### src/rtl/priv_op_gate_pkg.sv
package priv_op_gate_pkg;

  typedef enum logic [1:0] {
    OP_WAIT   = 2'b00,
    OP_SFENCE = 2'b01,
    OP_HVVMA  = 2'b10,
    OP_HGVMA  = 2'b11
  } op_e;

  typedef enum logic [1:0] {
    LVL_U   = 2'b00,
    LVL_S   = 2'b01,
    LVL_RSV = 2'b10,
    LVL_M   = 2'b11
  } lvl_e;

  typedef enum logic [2:0] {
    V_NONE  = 3'd0,
    V_HALT  = 3'd1,
    V_FLUSH = 3'd2,
    V_ILL   = 3'd3,
    V_VIRT  = 3'd4
  } verdict_e;

  // reserved level folds onto user
  function automatic lvl_e fold_lvl(input logic [1:0] raw);
    return (raw == LVL_RSV) ? LVL_U : lvl_e'(raw);
  endfunction

endpackage

### src/rtl/pog_decode.sv
module pog_decode
  import priv_op_gate_pkg::*;
(
  input  logic [1:0] op_i,
  input  logic [1:0] priv_i,
  input  logic       virt_i,
  input  logic       tw_i,
  input  logic       tvm_i,
  input  logic       vtvm_i,
  output verdict_e   verdict_o
);

  lvl_e lvl;
  logic in_s, in_m, in_u;
  verdict_e v_wait, v_sfence, v_hfence, v_hgvma;

  assign lvl  = fold_lvl(priv_i);
  assign in_s = (lvl == LVL_S);
  assign in_m = (lvl == LVL_M);
  assign in_u = (lvl == LVL_U);

  always_comb begin
    if ((in_s && tw_i) || virt_i) v_wait = V_VIRT;
    else                          v_wait = V_HALT;
  end

  always_comb begin
    if (in_u || (in_s && tvm_i)) v_sfence = V_ILL;
    else if (virt_i && vtvm_i)   v_sfence = V_VIRT;
    else                         v_sfence = V_FLUSH;
  end

  always_comb begin
    if (in_s && virt_i)               v_hfence = V_VIRT;
    else if (in_m || (in_s && !virt_i)) v_hfence = V_FLUSH;
    else                              v_hfence = V_ILL;
  end

  // guest-physical fence: TVM check ranks first
  always_comb begin
    if (in_s && !virt_i && tvm_i) v_hgvma = V_ILL;
    else                          v_hgvma = v_hfence;
  end

  always_comb begin
    unique case (op_e'(op_i))
      OP_WAIT:   verdict_o = v_wait;
      OP_SFENCE: verdict_o = v_sfence;
      OP_HVVMA:  verdict_o = v_hfence;
      default:   verdict_o = v_hgvma;
    endcase
  end

endmodule

### src/rtl/pog_out_reg.sv
module pog_out_reg
  import priv_op_gate_pkg::*;
#(
  parameter int unsigned CAUSE_W   = 6,
  parameter int unsigned ILL_CODE  = 2,
  parameter int unsigned VIRT_CODE = 22
) (
  input  logic               clk_i,
  input  logic               rst_ni,
  input  logic               valid_i,
  input  verdict_e           verdict_i,
  output logic               halt_o,
  output logic               flush_o,
  output logic               excp_o,
  output logic [CAUSE_W-1:0] cause_o
);

  localparam logic [CAUSE_W-1:0] ILL_C  = CAUSE_W'(ILL_CODE);
  localparam logic [CAUSE_W-1:0] VIRT_C = CAUSE_W'(VIRT_CODE);

  verdict_e           v_eff;
  logic [CAUSE_W-1:0] cause_d;

  assign v_eff = valid_i ? verdict_i : V_NONE;

  always_comb begin
    unique case (v_eff)
      V_ILL:   cause_d = ILL_C;
      V_VIRT:  cause_d = VIRT_C;
      default: cause_d = '0;
    endcase
  end

  always_ff @(posedge clk_i or negedge rst_ni) begin
    if (!rst_ni) begin
      halt_o  <= 1'b0;
      flush_o <= 1'b0;
      excp_o  <= 1'b0;
      cause_o <= '0;
    end else begin
      halt_o  <= (v_eff == V_HALT);
      flush_o <= (v_eff == V_FLUSH);
      excp_o  <= (v_eff == V_ILL) || (v_eff == V_VIRT);
      cause_o <= cause_d;
    end
  end

  AST_OUT_EXCL: assert property (@(posedge clk_i) disable iff (!rst_ni)
    $onehot0({halt_o, flush_o, excp_o}));

  AST_CAUSE_LEGAL: assert property (@(posedge clk_i) disable iff (!rst_ni)
    excp_o |-> (cause_o == ILL_C || cause_o == VIRT_C));

  AST_CAUSE_ZERO: assert property (@(posedge clk_i) disable iff (!rst_ni)
    !excp_o |-> (cause_o == '0));

  AST_IDLE_QUIET: assert property (@(posedge clk_i) disable iff (!rst_ni)
    !valid_i |=> !(halt_o || flush_o || excp_o));

endmodule

### src/rtl/priv_op_gate.sv
module priv_op_gate
  import priv_op_gate_pkg::*;
#(
  parameter int unsigned CAUSE_W   = 6,
  parameter int unsigned ILL_CODE  = 2,
  parameter int unsigned VIRT_CODE = 22
) (
  input  logic               clk_i,
  input  logic               rst_ni,
  input  logic               valid_i,
  input  logic [1:0]         op_i,
  input  logic [1:0]         priv_i,
  input  logic               virt_i,
  input  logic               tw_i,
  input  logic               tvm_i,
  input  logic               vtvm_i,
  output logic               halt_o,
  output logic               flush_o,
  output logic               excp_o,
  output logic [CAUSE_W-1:0] cause_o
);

  verdict_e verdict;

  pog_decode u_decode (
    .op_i      (op_i),
    .priv_i    (priv_i),
    .virt_i    (virt_i),
    .tw_i      (tw_i),
    .tvm_i     (tvm_i),
    .vtvm_i    (vtvm_i),
    .verdict_o (verdict)
  );

  pog_out_reg #(
    .CAUSE_W   (CAUSE_W),
    .ILL_CODE  (ILL_CODE),
    .VIRT_CODE (VIRT_CODE)
  ) u_out (
    .clk_i     (clk_i),
    .rst_ni    (rst_ni),
    .valid_i   (valid_i),
    .verdict_i (verdict),
    .halt_o    (halt_o),
    .flush_o   (flush_o),
    .excp_o    (excp_o),
    .cause_o   (cause_o)
  );

  AST_HALT_ONLY_WAIT: assert property (@(posedge clk_i) disable iff (!rst_ni)
    halt_o |-> ($past(op_i) == OP_WAIT));

  AST_USER_NO_FLUSH: assert property (@(posedge clk_i) disable iff (!rst_ni)
    flush_o |-> ($past(priv_i) == LVL_S || $past(priv_i) == LVL_M));

endmodule

### config.mk
export PLATFORM = sky130hd
export DESIGN_NAME = priv_op_gate
export DESIGN_NICKNAME = d
export VERILOG_FILES = /design/src/rtl/priv_op_gate_pkg.sv /design/src/rtl/pog_decode.sv /design/src/rtl/pog_out_reg.sv /design/src/rtl/priv_op_gate.sv
export SDC_FILE = /design/constraint.sdc
export NUM_CORES = 1
export LEC_CHECK = 0
export ABC_AREA = 1
export CAP_MARGIN = 0
export CORE_AREA = 2 2 39 41
export DETAILED_ROUTE_END_ITERATION = 6
export DIE_AREA = 0 0 41 43
export GPL_TIMING_DRIVEN = 1
export PLACE_DENSITY_LB_ADDON = 0.12
export SLEW_MARGIN = 40
export SYNTH_ARGS = -nofsm -noshare
export SYNTH_HDL_FRONTEND = slang
export SYNTH_HIERARCHICAL = 1
export SYNTH_SLANG_ARGS = --single-unit
### constraint.sdc
create_clock -name clk_i -period 1.75 [get_ports clk_i]
set_input_delay 0.35 -clock clk_i [delete_from_list [all_inputs] [get_ports clk_i]]
set_output_delay 0.35 -clock clk_i [all_outputs]
set_load 0.05 [all_outputs]
After elaboration in Yosys (flattened, before gate mapping)
Index checks and enable logic that the tools add are counted.

cells by class
  reduce and logical (&&, ||, !) cells = 13
  multiplexer cells = 10
  eq/ne operators = 9

operators by type and width
  operator              count
  $mux W3               6
  $pmux W5 S2           1
  $pmux W3 S3           1
  $eq A2 B2 Y1 const B  3
  $eq A3 B2 Y1 const B  2
  $logic_and A1 B1 Y1   6
  $eq A2 B1 Y1 const B  2
  $logic_not A2 Y1      2
  $logic_or A1 B1 Y1    4
  $eq A3 B1 Y1 const B  1
  $eq A3 B3 Y1 const B  1
  $mux W2               1
  $logic_not A1 Y1      1
  $mux W1               1

word-level totals
  output and inout port bits = 9
  word-level logic and storage cells = 36
  flip-flop bits (word level) = 8
  bits of input ports = 11

Depth between registers and ports, before layout
Gate-level depths: netlist of run 1.

  word-level depth = 12
  mapped depth = 9
  depth with buffers taken out = 9

Cells and area by module
Netlist of run 1, hierarchy kept.

by module, submodules not included
  module       cells each  instances  area an instance (um^2)  sequential area each (um^2)
  pog_out_reg  24          1          196.4                    100.1
  pog_decode   28          1          122.6                    0.0

Worst setup path before layout of run 1
No wires, ideal clock.

  kind = register to output
  start point = register, netlist name u_out/excp_o
  end point = output cause_o[1]
  cell stages (with the launch flop) = 2
  arrival time = 886 ps
  path slack = 514 ps
  buffers on the path = 1
  cell sequence = dfrtp_1 > buf_4

RTL lines
  what              RTL line            RTL
  end: declaration  priv_op_gate.sv:20  output logic [CAUSE_W-1:0] cause_o

Worst setup path after layout of run 1
  start point = input priv_i[1]
  end point = register u_out.excp_o

on the way
  longest elaborated chain between the ends = 12

RTL lines
  what                                                 RTL line                            RTL
  start: declaration                                   priv_op_gate.sv:12                  input logic [1:0] priv_i,
  $eq A2 B2 Y1                                         priv_op_gate_pkg.sv:27              return (raw == LVL_RSV) ? LVL_U : lvl_e'(raw);
  $mux W2 (*)                                          priv_op_gate_pkg.sv:27
  $eq A2 B1 Y1                                         pog_decode.sv:18                    assign in_s = (lvl == LVL_S);
  $logic_and A1 B1 Y1                                  pog_decode.sv:35, pog_decode.sv:41
  $logic_or A1 B1 Y1                                   pog_decode.sv:35                    else if (in_m || (in_s && !virt_i)) v_hfence = V_FLUSH;
  $mux W1                                              pog_decode.sv:35
  $mux W3                                              pog_decode.sv:34                    if (in_s && virt_i) v_hfence = V_VIRT;
  $mux W3                                              pog_decode.sv:41                    if (in_s && !virt_i && tvm_i) v_hgvma = V_ILL;
  $pmux W3 S3 (*)                                      pog_decode.sv:46                    unique case (op_e'(op_i))
  net verdict[0]                                       priv_op_gate.sv:23                  verdict_e verdict;
  $mux W3 (*)                                          pog_out_reg.sv:24                   assign v_eff = valid_i ? verdict_i : V_NONE;
  $eq A3 B2 Y1 / $eq A3 B3 Y1 (equally long branches)  pog_out_reg.sv:43                   excp_o <= (v_eff == V_ILL) || (v_eff == V_VIRT);
  $logic_or A1 B1 Y1 (*)                               pog_out_reg.sv:43
  end signal: assignment                               pog_out_reg.sv:43
  end: declaration                                     pog_out_reg.sv:14                   output logic excp_o,

Mark *: on every way through the listed nets, which the timed path passes. The rest lies on a longest branch.

==> results of run 1 <==
==> flip-flops by register name, indices dropped and copies added (netlist names) <==
name and count:
u_out/halt_o 1, u_out/cause_o 1, u_out/excp_o 1, u_out/flush_o 1
==> metal layers <==
layer  up-vias  track usage (%)  routed length (um)
met3         0            1.571                  40
met4         0            8.000                   0
met5         -                0                   0
met1       142            8.974                 230
li1        183                -                   -
met2        11            12.19                 327
==> synth_stat cells <==
cell type and count:
nand4_1 2, nand2_1 15, nor3_1 2, dfrtp_1 4, buf_4 5, nor2_1 7
conb_1 1, nand3_1 3, a21oi_1 2, nor3_2 1, inv_1 9, inv_2 1
==> worst paths after layout <==
path                            from  cells after the start             to
setup / recovery           priv_i[1]                     10   u_out/excp_o
hold / removal                rst_ni                      1   u_out/halt_o
max in group asynchronous     rst_ni                      1   u_out/excp_o
min in group clk_i           valid_i                      3  u_out/flush_o
==> cell families after synthesis <==
family                 after synthesis  synth area share, %
AND/OR/NAND/NOR                     30                40.78
AO/OA/AOI/OAI                        2                3.137
flip-flops                           4                31.37
buffers and inverters               15                23.53
other                                1                1.175
==> metrics by stage <==
step           hold WS (ns)  area [sq um]  util [%]  setup WS, ns  cells
5_1_grt              0.3225         476.7     34.45        0.1575     84
2_1_floorplan       0.05441         326.6         -        0.5137     54
4_1_cts              0.3198         476.7     34.45        0.3094     84
6_report             0.3242         476.7     34.45        0.3193     84
3_3_place_gp         0.5664         454.2     32.82       0.05225     81
3_5_place_dp         0.5648         454.2     32.82       0.06621     81
==> cell type report <==
class / instances / area (sq um)
Inverter: 10 / 37.54
Timing Repair Buffer: 16 / 145.1
Tap cell: 16 / 20.02
Clock buffer: 3 / 22.52
Multi-Input combinational cell: 35 / 151.4
Fill cell: 160 / 907.1
Sequential cell: 4 / 100.1
==> power breakdown <==
group	internal [mW]	leakage [nW]	switching, mW	total, mW
Clock	0.0764	0.0138	0.0325	0.109
Combinational	0.0407	0.216	0.0732	0.114
Sequential	0.0979	0.0544	0.00167	0.0996
Total	0.215	0.284	0.107	0.322
==> placed cells by master, fill, tap and decap left out, drive strengths merged <==
cell type      instances
inv                   10
nand2                 15
nor2                   7
dfrtp                  4
nor3                   3
buf                    6
nand3                  3
clkbuf                 3
nand4                  2
clkdlybuf4s50         10
conb                   3
a21oi                  2
==> critical path: stages <==
cell             delay [ns]
clkdlybuf4s50_1        0.49
inv_1                  0.06
nand2_1                0.10
nand2_1                0.08
a21oi_1                0.12
nand3_1                0.12
nand2_1                0.10
inv_1                  0.04
nand2_1                0.06
nand2_1                0.04
==> flow_summary.ini, run 1 <==
[routing]
drt-total-wl_um = 599
dr.first_iter.drc_count = 2
wl_per_cell_um = 7.131
antenna_left = 0
drcViolationCount = 0
drt_pre_antenna_iters = 2
via_per_inst = 4.000
vias = 336

[critical_path]
cp.arrival_ns = 1.55
cp.required_ns = 1.87
worstPathMaxFanout = 3
path_class = in -> reg
cp-start-kind = input pin
endpoint_kind = flip-flop

[logic_synthesis]
syn_area_sq_um = 319.1
synth.yosys.seq_area_share_pct = 31.37
synth-seq-cells = 4
netlist_top_cells_area = dfrtp_1, nand2_1, buf_4
postSynthAreaPerCell_sq_um = 6.136
synth.largest_area_cell = dfrtp_1
yosys.area.top_type_share_pct = 31.37
synth_cell_types = 12
synthCells = 52
ys_warn_count = 6

[global_route]
grt_usage_pct = 8.225
grt_pass1_vias = 280
antenna_found_initial = 0
grt_pass1_wl_um = 972
grt_start_max_net_pins = 6
overflow = 0

[sta]
max_freq_ghz = 0.6990
final_hold_viol_count = 0
drv_slew = 0
rsz0062_at_grt = false
min_period_over_period_pct = 81.75
setup_tns_ns = 0
setup_viol = 0
fin_crit_ns = 1.431

[floorplanning]
row_count = 14
coreArea_sq_um = 1384
dieArea_sq_um = 1763
die_y_um = 43
die_w_um = 41
io_pins = 20
start_util_pct = 23.06

[clock_tree]
hold_buffers = 0
clockRootBuffer = clkbuf_4
cts_setup_buffers = 0
numCtsBuffers = 3
cts_buffer_depth = 2
cts.clk_slew.worst_paths_ns = 0.04
clock-sinks = 4
htree_levels = 1
cts_resized = 0
cts_tree = built

[job]
max_cap_viol_count = 0

[pwr]
ir_worst_vdd_mv = 0.1644
cellLeakagePower_nw = 0.2842
p_per_area_nw_per_um2 = 676.2
power_mw = 0.3224

[run_status]
outcome = finished, final reports clean

[cells_and_area]
syn_to_final_growth_pct = 49.41
diodes = 0
fin_nets = 81
drive_gt1_share_pct = 16.18

[placed_design]
port_buffers = 16
place_congestion = 0.7353
dp_hpwl_um = 523.7

[min_path]
hold_path.class = in -> async
(Power assumes the default switching activity.)
==> inputs of run 2 (changes only) <==
==> constraint.sdc (replaced) <==
create_clock -name clk_i -period 1.2 [get_ports clk_i]
set_input_delay 0.24 -clock clk_i [delete_from_list [all_inputs] [get_ports clk_i]]
set_output_delay 0.24 -clock clk_i [all_outputs]
set_load 0.05 [all_outputs]
==> flow_summary.ini, run 2 (synthesis gave the netlist of run 1 again) <==
[run_status]
outcome = finished, final reports clean

[sta]
max_freq_ghz = 0.8902
rsz0062_at_grt = false
whs_ns = 0.2118
min_period_over_period_pct = 93.62
final_hold_viol_count = 0
setup_tns_ns = 0
setup_viol = 0
fin_ws_ns = 0.07660
drv_slew = 0
fin_crit_ns = 1.123

[global_route]
overflow = 0
grt_usage_pct = 8.056
grt_pass1_wl_um = 945
grt_start_max_net_pins = 6
antenna_found_initial = 0
grt_pass1_vias = 283

[cells_and_area]
diodes = 0
final_cells = 85
fin_nets = 82
drive_gt1_share_pct = 33.33
most-common-layout-cells = nand2_1, inv_1, nor2_1
mostFrequentLayoutCell = nand2_1
syn_to_final_growth_pct = 82.35

[critical_path]
worstPathMaxFanout = 4
cp.required_ns = 1.32
cp-start-kind = input pin
endpoint_kind = flip-flop
cp.arrival_ns = 1.24
path_class = in -> reg

[pwr]
p_clk_share_pct = 31.1
intPower_mw = 0.3390
p_per_area_nw_per_um2 = 874.0
sequentialPowerShare_pct = 29.7
power_mw = 0.5085
ir_worst_vdd_mv = 0.2569
p_sw_share_pct = 33.33
cellLeakagePower_nw = 0.3339
p_sw_mw = 0.1695
power_frac_comb_pct = 39.2

[clock_tree]
htree_levels = 1
numCtsBuffers = 3
hold_buffers = 0
clockRootBuffer = clkbuf_4
clock-sinks = 4
cts_buffer_depth = 2
cts.clk_slew.worst_paths_ns = 0.03
cts_tree = built
cts_setup_buffers = 0

[routing]
vias = 337
via_per_inst = 3.965
wl_per_cell_um = 7.376
antenna_left = 0
drt_pre_antenna_iters = 2
dr.first_iter.drc_count = 1
drt-total-wl_um = 627
drcViolationCount = 0

[floorplanning]
row_count = 14
coreArea_sq_um = 1384
dieArea_sq_um = 1763
die_y_um = 43
die_w_um = 41
io_pins = 20
start_util_pct = 23.06

[placed_design]
port_buffers = 16
dp_slack_ns = -0.3588
place_congestion = 0.7884
placed_cells = 82
dp_hpwl_um = 504.1

[min_path]
hold_path.class = in -> async

[job]
max_cap_viol_count = 0
[run 2: critical path, stage by stage]
cell             delay [ns]
clkdlybuf4s50_1        0.41
nand3_2                0.09
nand2_1                0.05
a21oi_1                0.12
nand2_1                0.12
nand2_1                0.07
inv_1                  0.04
nand2_2                0.05
nand2_1                0.05
[run 2: worst max-delay path by stage]
stage                     cells after the start         start           end  slack (ns)
after global placement                       10     priv_i[0]  u_out/excp_o       -0.37
after detailed placement                     10     priv_i[1]  u_out/excp_o       -0.36
final                                         9          tw_i  u_out/excp_o        0.08
after global routing                          9          tw_i  u_out/excp_o       0.004
after floorplan                               1  u_out/excp_o    cause_o[1]        0.07
after CTS                                    10        virt_i  u_out/excp_o       0.005
[run 2: repair_timing]
action                     CTS  global route
cloned                       0             0
setup endpoints to repair    4             4
resized for setup            9             9
pin swaps                    4             7
[run 2: cell type report]
class | count | area (sq um)
fill | 135 | 802.0
timing repair buffer | 17 | 224.0
multi-input combinational | 35 | 177.7
sequential | 4 | 100.1
inverter | 10 | 37.54
clock buffer | 3 | 22.52
tap | 16 | 20.02
[run 2: power by group through the flow]
stage	sequential (mW)	combinational, mW	clock (mW)
after floorplan	0.173	0.0886	0
after global placement	0.153	0.195	0
after detailed placement	0.153	0.195	0
after CTS	0.151	0.195	0.167
after global routing	0.151	0.216	0.176
final	0.151	0.199	0.158
[run 2: metrics by stage]
step	cell area [sq um]	util [%]
2_1_floorplan	326.6	-
3_3_place_gp	536.8	38.79
3_5_place_dp	536.8	38.79
4_1_cts	563.0	40.69
5_1_grt	581.8	42.04
6_report	581.8	42.04
[run 2: metal layers]
layer | track usage (%) | share of wire [%]
met1 | 8.442 | 39
met2 | 11.56 | 55
met3 | 1.571 | 5.9
met4 | 9.333 | 0
met5 | 0 | 0
